`src/rtl/burst_pkg.sv`:
```
package burst_pkg;
  localparam int unsigned BEAT_W = 2;
  localparam int unsigned BEATS  = 1 << BEAT_W;

  typedef logic [BEAT_W-1:0] beat_t;

  typedef enum logic {
    ORD_SEQ = 1'b0,
    ORD_ILV = 1'b1
  } order_e;
endpackage

```
`src/rtl/burst_start_reg.sv`:
```
module burst_start_reg #(
  parameter int unsigned AW = 20
) (
  input  logic          clk,
  input  logic          rst_n,
  input  logic          cap_en,
  input  logic [AW-1:0] addr_in,
  output logic [AW-1:0] start_q
);
  import burst_pkg::*;
  localparam int unsigned UW = AW - BEAT_W;

  always_ff @(posedge clk or negedge rst_n) begin
    if (!rst_n) start_q <= '0;
    else if (cap_en) start_q <= addr_in;
  end

  p_start_hold_r7: assert property (@(posedge clk) disable iff (!rst_n)
    !cap_en |=> $stable(start_q));
  p_upper_fixed_r6: assert property (@(posedge clk) disable iff (!rst_n)
    !cap_en |=> $stable(start_q[AW-1:BEAT_W]));
  initial assert (UW > 0) else $error("AW too small");
endmodule

```
`src/rtl/burst_beat_ctr.sv`:
```
module burst_beat_ctr (
  input  logic                clk,
  input  logic                rst_n,
  input  logic                hold,
  input  logic                adv,
  input  logic                sel,
  output burst_pkg::beat_t    beat_q,
  output logic                busy_q
);
  import burst_pkg::*;

  always_ff @(posedge clk or negedge rst_n) begin
    if (!rst_n) begin
      beat_q <= '0;
      busy_q <= 1'b0;
    end else if (!hold) begin
      if (!adv) begin
        beat_q <= '0;
        busy_q <= sel;
      end else if (busy_q) begin
        beat_q <= beat_q + beat_t'(1);
      end
    end
  end

  p_load_clear_r2: assert property (@(posedge clk) disable iff (!rst_n)
    (!hold && !adv) |=> (beat_q == '0));
  p_step_wrap_r5: assert property (@(posedge clk) disable iff (!rst_n)
    (!hold && adv && busy_q) |=> (beat_q == beat_t'($past(beat_q) + 1)));
  p_hold_r7: assert property (@(posedge clk) disable iff (!rst_n)
    hold |=> ($stable(beat_q) && $stable(busy_q)));
  p_idle_r9: assert property (@(posedge clk) disable iff (!rst_n)
    (!hold && adv && !busy_q) |=> ($stable(beat_q) && !busy_q));
endmodule

```
`src/rtl/burst_order_mux.sv`:
```
module burst_order_mux (
  input  burst_pkg::beat_t  start_lo,
  input  burst_pkg::beat_t  beat,
  input  burst_pkg::order_e order,
  output burst_pkg::beat_t  addr_lo
);
  import burst_pkg::*;
  beat_t seq_lo;
  beat_t ilv_lo;

  assign seq_lo = start_lo + beat;

  for (genvar b = 0; b < BEAT_W; b++) begin : g_xor
    assign ilv_lo[b] = start_lo[b] ^ beat[b];
  end

  assign addr_lo = (order == ORD_ILV) ? ilv_lo : seq_lo;

  always_comb begin
    if (beat == '0) assert (addr_lo == start_lo);
  end
endmodule

```
`src/rtl/burst_addr_seq.sv`:
```
module burst_addr_seq #(
  parameter int unsigned AW = 20
) (
  input  logic          clk,
  input  logic          rst_n,
  input  logic          hold_i,
  input  logic          adv_i,
  input  logic          sel_i,
  input  logic          ilv_i,
  input  logic [AW-1:0] addr_i,
  output logic [AW-1:0] addr_o,
  output logic          busy_o
);
  import burst_pkg::*;

  logic [AW-1:0] start_q;
  beat_t         beat_q;
  beat_t         lo_w;
  logic          cap_en;

  assign cap_en = !hold_i && !adv_i;

  burst_start_reg #(.AW(AW)) u_start (
    .clk     (clk),
    .rst_n   (rst_n),
    .cap_en  (cap_en),
    .addr_in (addr_i),
    .start_q (start_q)
  );

  burst_beat_ctr u_beat (
    .clk    (clk),
    .rst_n  (rst_n),
    .hold   (hold_i),
    .adv    (adv_i),
    .sel    (sel_i),
    .beat_q (beat_q),
    .busy_q (busy_o)
  );

  burst_order_mux u_order (
    .start_lo (start_q[BEAT_W-1:0]),
    .beat     (beat_q),
    .order    (order_e'(ilv_i)),
    .addr_lo  (lo_w)
  );

  assign addr_o = {start_q[AW-1:BEAT_W], lo_w};

  p_load_addr_r2: assert property (@(posedge clk) disable iff (!rst_n)
    cap_en |=> (addr_o == $past(addr_i)));
  p_upper_keep_r6: assert property (@(posedge clk) disable iff (!rst_n)
    !cap_en |=> $stable(addr_o[AW-1:BEAT_W]));
  p_idle_addr_r9: assert property (@(posedge clk) disable iff (!rst_n)
    (!busy_o && !hold_i && adv_i && $stable(ilv_i)) |=> $stable(addr_o));
endmodule

```
`config.mk`:
```
export PLATFORM = sky130hd
export DESIGN_NAME = burst_addr_seq
export DESIGN_NICKNAME = d
export VERILOG_FILES = /design/src/rtl/burst_pkg.sv /design/src/rtl/burst_start_reg.sv /design/src/rtl/burst_beat_ctr.sv /design/src/rtl/burst_order_mux.sv /design/src/rtl/burst_addr_seq.sv
export SDC_FILE = /design/constraint.sdc
export NUM_CORES = 1
export LEC_CHECK = 0
export ABC_CLOCK_PERIOD_IN_PS = 1350
export BUFFER_PORTS_ARGS = -buffer_cell sky130_fd_sc_hd__buf_4
export CORE_ASPECT_RATIO = 1.4
export CORE_MARGIN = 2
export CORE_UTILIZATION = 48
export CTS_BUF_LIST = sky130_fd_sc_hd__clkbuf_2 sky130_fd_sc_hd__clkbuf_4 sky130_fd_sc_hd__clkbuf_8
export CTS_CLUSTER_DIAMETER = 100
export DETAILED_ROUTE_END_ITERATION = 10
export GPL_TIMING_DRIVEN = 0
export PLACE_DENSITY = 0.81
export SLEW_MARGIN = 20
export SYNTH_ARGS = -nofsm -noshare
export SYNTH_HDL_FRONTEND = slang
export SYNTH_SLANG_ARGS = --single-unit
```
`constraint.sdc`:
```
create_clock -name clk -period 1.35 [get_ports clk]
set_input_delay 0 -clock clk [delete_from_list [all_inputs] [get_ports clk]]
set_output_delay 0 -clock clk [all_outputs]
set_load 0.005 [all_outputs]
```
==> impl_results.md, run 1 <==
* I/O Buffers at 46
* Site row count at 20
* Hold Path Class: primary input to asynchronous set/reset pin
* Skew-Pair Late Insertion Delay at 0.30 ns
* Crit end category: output port
* DRT iter0 DRCs at 4
* Req. time, crit path at 1.35 ns
* # clock sinks at 23
* CP Launch Type: flop
* Drt drc at 0
* Max-cap violations at 0
* Internal Power at 0.00138 W
* Met2 Usage GRT at 39.5%
* Clock Skews at 0.000214 ns
* Max Freq at 788 MHz
* Final hold slack at 0.111 ns
* I/O pin count at 47
* Routed Antenna Nets at 0
* Status: complete, no violations
* RSZ-0062 raised after global routing: false
* Ys async rst share at 100%
* Final setup violation count at 0
* H-Tree Depth at 1
* Top post-synthesis cells by area: dfrtp_1, mux2_2, buf_4
* Die X at 43.9 um
* Synthesized area per cell at 13.7 um2
* Die ar. at 2630 um2
* Most numerous cell in the Yosys netlist: dfrtp_1
* Die height at 59.9 um
* Placer Congestion at 0.737
* Psw at 0.000453 W
* Worst slew pin tran at 0.289 ns
* GRT met1 Usage at 20.1%
* Gr usage total at 19.5%
* Maximum VDD drop at 879 uV
* Initial core utilization at 49.8%
* Switching share of power at 24.7%
* EDFF count, synth at 0
* Mapped Nets at 105
* Period utilisation layout at 94.0%
* Reg power frac at 47.1%
* Core ar. at 2150 um2
* Sequential-to-total area share from yosys stat at 53.7%
* Vias in the first global route at 851
* Synth area leader: dfrtp_1
* Via count at 808
* Power share of the clock group at 17.8%
* Total CTS buffers at 3
* Post-route setup TNS at 0 ns
* GRT Residual Overflow at 0
* Worst Path Max Fanout at 2
* Top cell type's share of synthesized area at 53.7%
* Most used routing layer: met2
* CP arrival at 1.27 ns
* CTS tree: built
* GRT met3 Usage at 2.42%
* Minimum clock period at 1.27 ns
* Top cells by count, synth: dfrtp_1, mux2_2, buf_4
* # resized after CTS at 0
* Hold Vio Cnt, Final at 0
* Share of layout cells above drive strength 1 at 60.8%
* Max Buffers Root-to-Sink at 2
* Fill count at 132
* Post-detailed-routing wire length at 2390 um
* Part of the power in combinational logic at 35.0%
* Top FF cell, synth: dfrtp_1
* Clk slew on worst S/H paths at 0.12 ns
* Cells after synthesis at 78
* Final Max Slew Viols at 0
* Vias/cell at 4.62
* First-pass GRT wire length at 3770 um
* DRT Pass-1 Iters at 2
* Synth cell types at 16
* Area delta synth->final at 60.7%
* DR WL/cell at 13.7 um
* Synth warn at 0
* Root Buffer: clkbuf_4
* Largest net degree at the start of global routing at 24
* Number of diodes at 0
* Initial antenna violation count at 0
* Post-layout net count at 181
* Leakage power total at 0.836 nW
* Post-Syn Area at 1070 um2
* Synthesis-stage register bit count at 23
* WS Path Type: flop to output port
* Worst rel slew slack at 80.7%
* Power Dens Cells at 1070 nW/um2
[metal layers]
metal	up-vias	routed length [um]
li1	394	-
met1	384	852
met2	28	1390
met3	2	131
met4	0	14
met5	-	0
[logic make-up (layout without fill, tap and decap cells)]
| family | Yosys count | count (layout) | share of synthesized area [%] |
|---|---|---|---|
| buf+inv | 21 | 96 | 15.1 |
| compound gates | 1 | 1 | 0.935 |
| simple gates | 8 | 8 | 4.44 |
| mux | 22 | 22 | 23.0 |
| fa+ha+maj | 1 | 1 | 1.17 |
| flops | 23 | 23 | 53.7 |
| xor+xnor | 2 | 2 | 1.64 |
[power groups by stage]
stage	combinational, W	sequential, W	clock (W)
2_1_floorplan	0.000304	0.000864	0
3_3_place_gp	0.000554	0.000873	0
3_5_place_dp	0.000573	0.000882	0
4_1_cts	0.000627	0.000867	0.000330
5_1_grt	0.000694	0.000882	0.000360
6_report	0.000642	0.000865	0.000327
[cell type report]
cell class	instances	area (um2)	area share (%)
buffer	21	161	9.38
clock buffer	4	30.0	1.74
multi-input combinational	34	334	19.4
sequential	23	576	33.4
tap	22	27.5	1.60
timing repair buffer	71	593	34.4
[path summary, 6_finish.rpt]
| path | slack (ns) | end | start | cells past startpoint |
|---|---|---|---|---|
| min in group clk | 0.34 | addr_o[1] | ilv_i | 4 |
| setup / recovery | 0.08 | addr_o[1] | u_beat.beat_q[0]$_DFFE_PN0P_ | 4 |
| hold / removal | 0.11 | u_start.start_q[6]$_DFFE_PN0P_ | rst_n | 2 |
| hold reg to reg | 0.52 | u_start.start_q[5]$_DFFE_PN0P_ | u_start.start_q[5]$_DFFE_PN0P_ | 1 |
| setup reg to reg | 0.15 | u_beat.beat_q[1]$_DFFE_PN0P_ | u_beat.beat_q[0]$_DFFE_PN0P_ | 4 |
| max in group asynchronous | 1.01 | u_start.start_q[15]$_DFFE_PN0P_ | rst_n | 2 |
[flip-flops by register name (all words and copies together), names as in the netlist]
name	cells
u_beat.beat_q	2
u_start.start_q	20
u_beat.busy_q	1
[cells in the final DEF, fill, tap and decap left out]
master,count
clkbuf_1,1
dlygate4sd3_1,24
nor2b_1,1
a22o_2,1
mux2i_1,1
clkbuf_4,4
mux2_2,20
xnor2_1,2
ha_1,1
buf_6,2
or2b_1,1
buf_4,65
or4b_1,1
mux2_1,1
nor2_2,1
nand3_1,2
dfrtp_1,23
nand2_1,2
[critical path: stages (launching register included)]
cell and delay, ns:
dfrtp_1 0.41, ha_1 0.18, nor2b_1 0.13, xnor2_1 0.13
buf_4 0.13
[through the flow]
step | total power (W) | area, um2 | std cells | utilization [%] | worst slack (ns)
2_1_floorplan | 0.00117 | 1070 | 78 | - | 0.316
3_3_place_gp | 0.00143 | 1440 | 146 | 67.1 | 0.289
3_5_place_dp | 0.00145 | 1440 | 146 | 67.1 | 0.220
4_1_cts | 0.00183 | 1710 | 174 | 79.7 | 0.0273
5_1_grt | 0.00194 | 1720 | 175 | 80.0 | 0.00529
6_report | 0.00183 | 1720 | 175 | 80.0 | 0.0811
[what timing repair did]
item | in CTS | in global routing
buffers inserted | 0 | 1
endpoints found under the hold margin | 46 | 0
endpoints found under the setup margin | 0 | 1
hold buffers | 24 | 0
(Power assumes the default switching activity.)
==> run 2: changes to the inputs <==
--- a/config.mk
+++ b/config.mk
@@ -15,6 +15,7 @@
 export DETAILED_ROUTE_END_ITERATION = 10
 export GPL_TIMING_DRIVEN = 0
 export PLACE_DENSITY = 0.81
+export REMOVE_ABC_BUFFERS = 1
 export SLEW_MARGIN = 20
 export SYNTH_ARGS = -nofsm -noshare
 export SYNTH_HDL_FRONTEND = slang
==> run 2 against run 1 <==
Sequential cell count unchanged; non-clock buffer count decreased by 21; register-to-register slack about the same; clock power increased by 3%; power decreased by 5.7%; critical endpoint unchanged; critical path depth unchanged; sequential share of layout area increased by 3.1 points; setup slack got worse by 0.056 ns; die area unchanged; global-route usage increased by 0.33 points; routed wire length decreased by 3.5%.
==> impl_results.md, run 2 (synthesis results as in run 1) <==
* Final setup violation count at 0 (unchanged)
* Crit end category: output port
* Via count at 757 (-6.3%)
* Area of the multi-input gates at 349 um2 (+4.5%)
* Non-Filler Instances at 154 (-12%)
* Post-detailed-routing wire length at 2310 um (-3.5%)
* Die ar. at 2630 um2 (unchanged)
* Req. time, crit path at 1.35 ns (about the same)
* Final Core Density at 73.2% (-6.8 points)
* Initial core utilization at 49.8% (unchanged)
* DRT Pass-1 Iters at 3 (+1)
* DP Worst Slack at -0.147 ns (-0.367 ns)
* CTS tree: built
* Largest register FFs at 20 (unchanged)
* DR WL/cell at 15.0 um (+9.6%)
* Leakage power total at 0.736 nW (-12%)
* Site row count at 20 (unchanged)
* Routed Antenna Nets at 0 (unchanged)
* Regs by FF count: u_start.start_q: 20 flops, u_beat.beat_q: 2 flops, u_beat.busy_q: 1 flops
* Share of layout cells above drive strength 1 at 56.8% (-4.0 points)
* Most used routing layer: met2
* H-Tree Depth at 1 (unchanged)
* Largest register by flop count: u_start.start_q
* CP arrival at 1.32 ns (+0.05 ns)
* DRT iter0 DRCs at 6 (+2)
* Met2 Usage GRT at 35.9% (-3.6 points)
* Skew-Pair Late Insertion Delay at 0.31 ns (about the same)
* Final setup margin at 0.0250 ns (-0.0561 ns)
* Status: complete, no violations
* Worst rel slew slack at 60.2% (-20 points)
* Die X at 43.9 um (unchanged)
* First-pass GRT wire length at 3720 um (-1.3%)
* FF/Latch Area at 576 um2 (unchanged)
* Total CTS buffers at 3 (unchanged)
* Worst Path Max Fanout at 2 (unchanged)
* Max-cap violations at 0 (unchanged)
* Minimum clock period at 1.32 ns (+0.0561 ns)
* WS Path Type: flop to output port
* Vias/cell at 4.92 (+6.5%)
* Gr usage total at 19.8% (+0.33 points)
* Placed Instances at 125 (-14%)
* Largest net degree at the start of global routing at 24 (unchanged)
* Power Dens Cells at 1100 nW/um2 (+3.0%)
* I/O pin count at 47 (unchanged)
* Hold Vio Cnt, Final at 0 (unchanged)
* Final Max Slew Viols at 0 (unchanged)
* Placer Congestion at 0.665 (-9.8%)
* RSZ-0062 raised after global routing: true
* Root Buffer: clkbuf_4
* Commonest non-fill, non-tap cell in the layout: buf_4
* GRT Residual Overflow at 0 (unchanged)
* Hold Path Class: primary input to flop
* Core ar. at 2150 um2 (unchanged)
* Period utilisation layout at 98.1% (+4.2 points)
* GRT met3 Usage at 0.906% (-1.5 points)
* Number of diodes at 0 (unchanged)
* Area delta synth->final at 47.1%
* # clock sinks at 23 (unchanged)
* Die height at 59.9 um (unchanged)
* Maximum VDD drop at 844 uV (-3.9%)
* Clock Skews at 0.00324 ns (+0.00303 ns)
* GRT met1 Usage at 21.9% (+1.8 points)
* Max Freq at 755 MHz (-4.2%)
* Vias in the first global route at 851 (unchanged)
* Most frequent cells in the layout: buf_4, dlygate4sd3_1, dfrtp_1
* CP Launch Type: flop
* Worst slew pin tran at 0.595 ns (+0.306 ns)
* Max Buffers Root-to-Sink at 2 (unchanged)
* Clk slew on worst S/H paths at 0.12 ns (about the same)
* Initial antenna violation count at 0 (unchanged)
* Fill count at 157 (+19%)
* Post-layout net count at 160 (-12%)
* Drt drc at 0 (unchanged)
* Post-route setup TNS at 0 ns (unchanged)
* I/O Buffers at 46 (unchanged)
run 2: worst paths after layout:
check                      slack (ns)                             end  depth (start not counted)                      startpoint
max in group asynchronous        1.03  u_start.start_q[5]$_DFFE_PN0P_                          2                           rst_n
setup reg to reg                 0.16    u_beat.beat_q[1]$_DFFE_PN0P_                          4    u_beat.beat_q[0]$_DFFE_PN0P_
hold reg to reg                  0.52  u_start.start_q[3]$_DFFE_PN0P_                          1  u_start.start_q[3]$_DFFE_PN0P_
hold / removal                   0.07    u_beat.beat_q[1]$_DFFE_PN0P_                          3                           adv_i
min in group asynchronous        0.10  u_start.start_q[9]$_DFFE_PN0P_                          2                           rst_n
setup / recovery                 0.03                       addr_o[1]                          4    u_beat.beat_q[0]$_DFFE_PN0P_
run 2: metrics by stage:
step / instance area, um2 / hold slack [ns] / total power [W]
detailed placement: 1280 / -0.0885 / 0.00133
global placement: 1280 / -0.0967 / 0.00130
CTS: 1560 / 0.0526 / 0.00173
finish: 1580 / 0.0750 / 0.00173
global route: 1580 / 0.0855 / 0.00182
floorplan: 910 / -0.296 / 0.00105
run 2: timing repair:
action                     in CTS  in global routing
pin swaps                       0                  2
hold buffers                   24                  0
setup endpoints to repair       1                  1
hold endpoints to repair       46                  0
setup buffers                   1                  0
resized for setup               0                  3
run 2: final cells by class:
| type | instances | area share (%) |
|---|---|---|
| Tap cell | 22 | 1.75 |
| Multi-Input combinational cell | 34 | 22.2 |
| Clock buffer | 4 | 1.91 |
| Timing Repair Buffer | 71 | 37.6 |
| Sequential cell | 23 | 36.5 |
run 2: worst max-delay path, stage by stage (launching register included):
cell and delay [ns]:
dfrtp_1 0.41, ha_2 0.18, nor2b_4 0.12, xnor2_1 0.17
buf_4 0.14
run 2: metal layers:
| layer | share of wire [%] | vias to the layer above |
|---|---|---|
| li1 | - | 353 |
| met5 | 0 | - |
| met1 | 36 | 366 |
| met4 | 3.9 | 0 |
| met3 | 4.2 | 8 |
| met2 | 55 | 30 |
run 2: where the power goes:
group / total [W] / switching [W] / leakage, nW / internal [W]
Combinational: 0.000528 / 0.000175 / 0.445 / 0.000354
Clock: 0.000336 / 0.000200 / 0.0184 / 0.000136
Sequential: 0.000865 / 0.0000680 / 0.272 / 0.000797
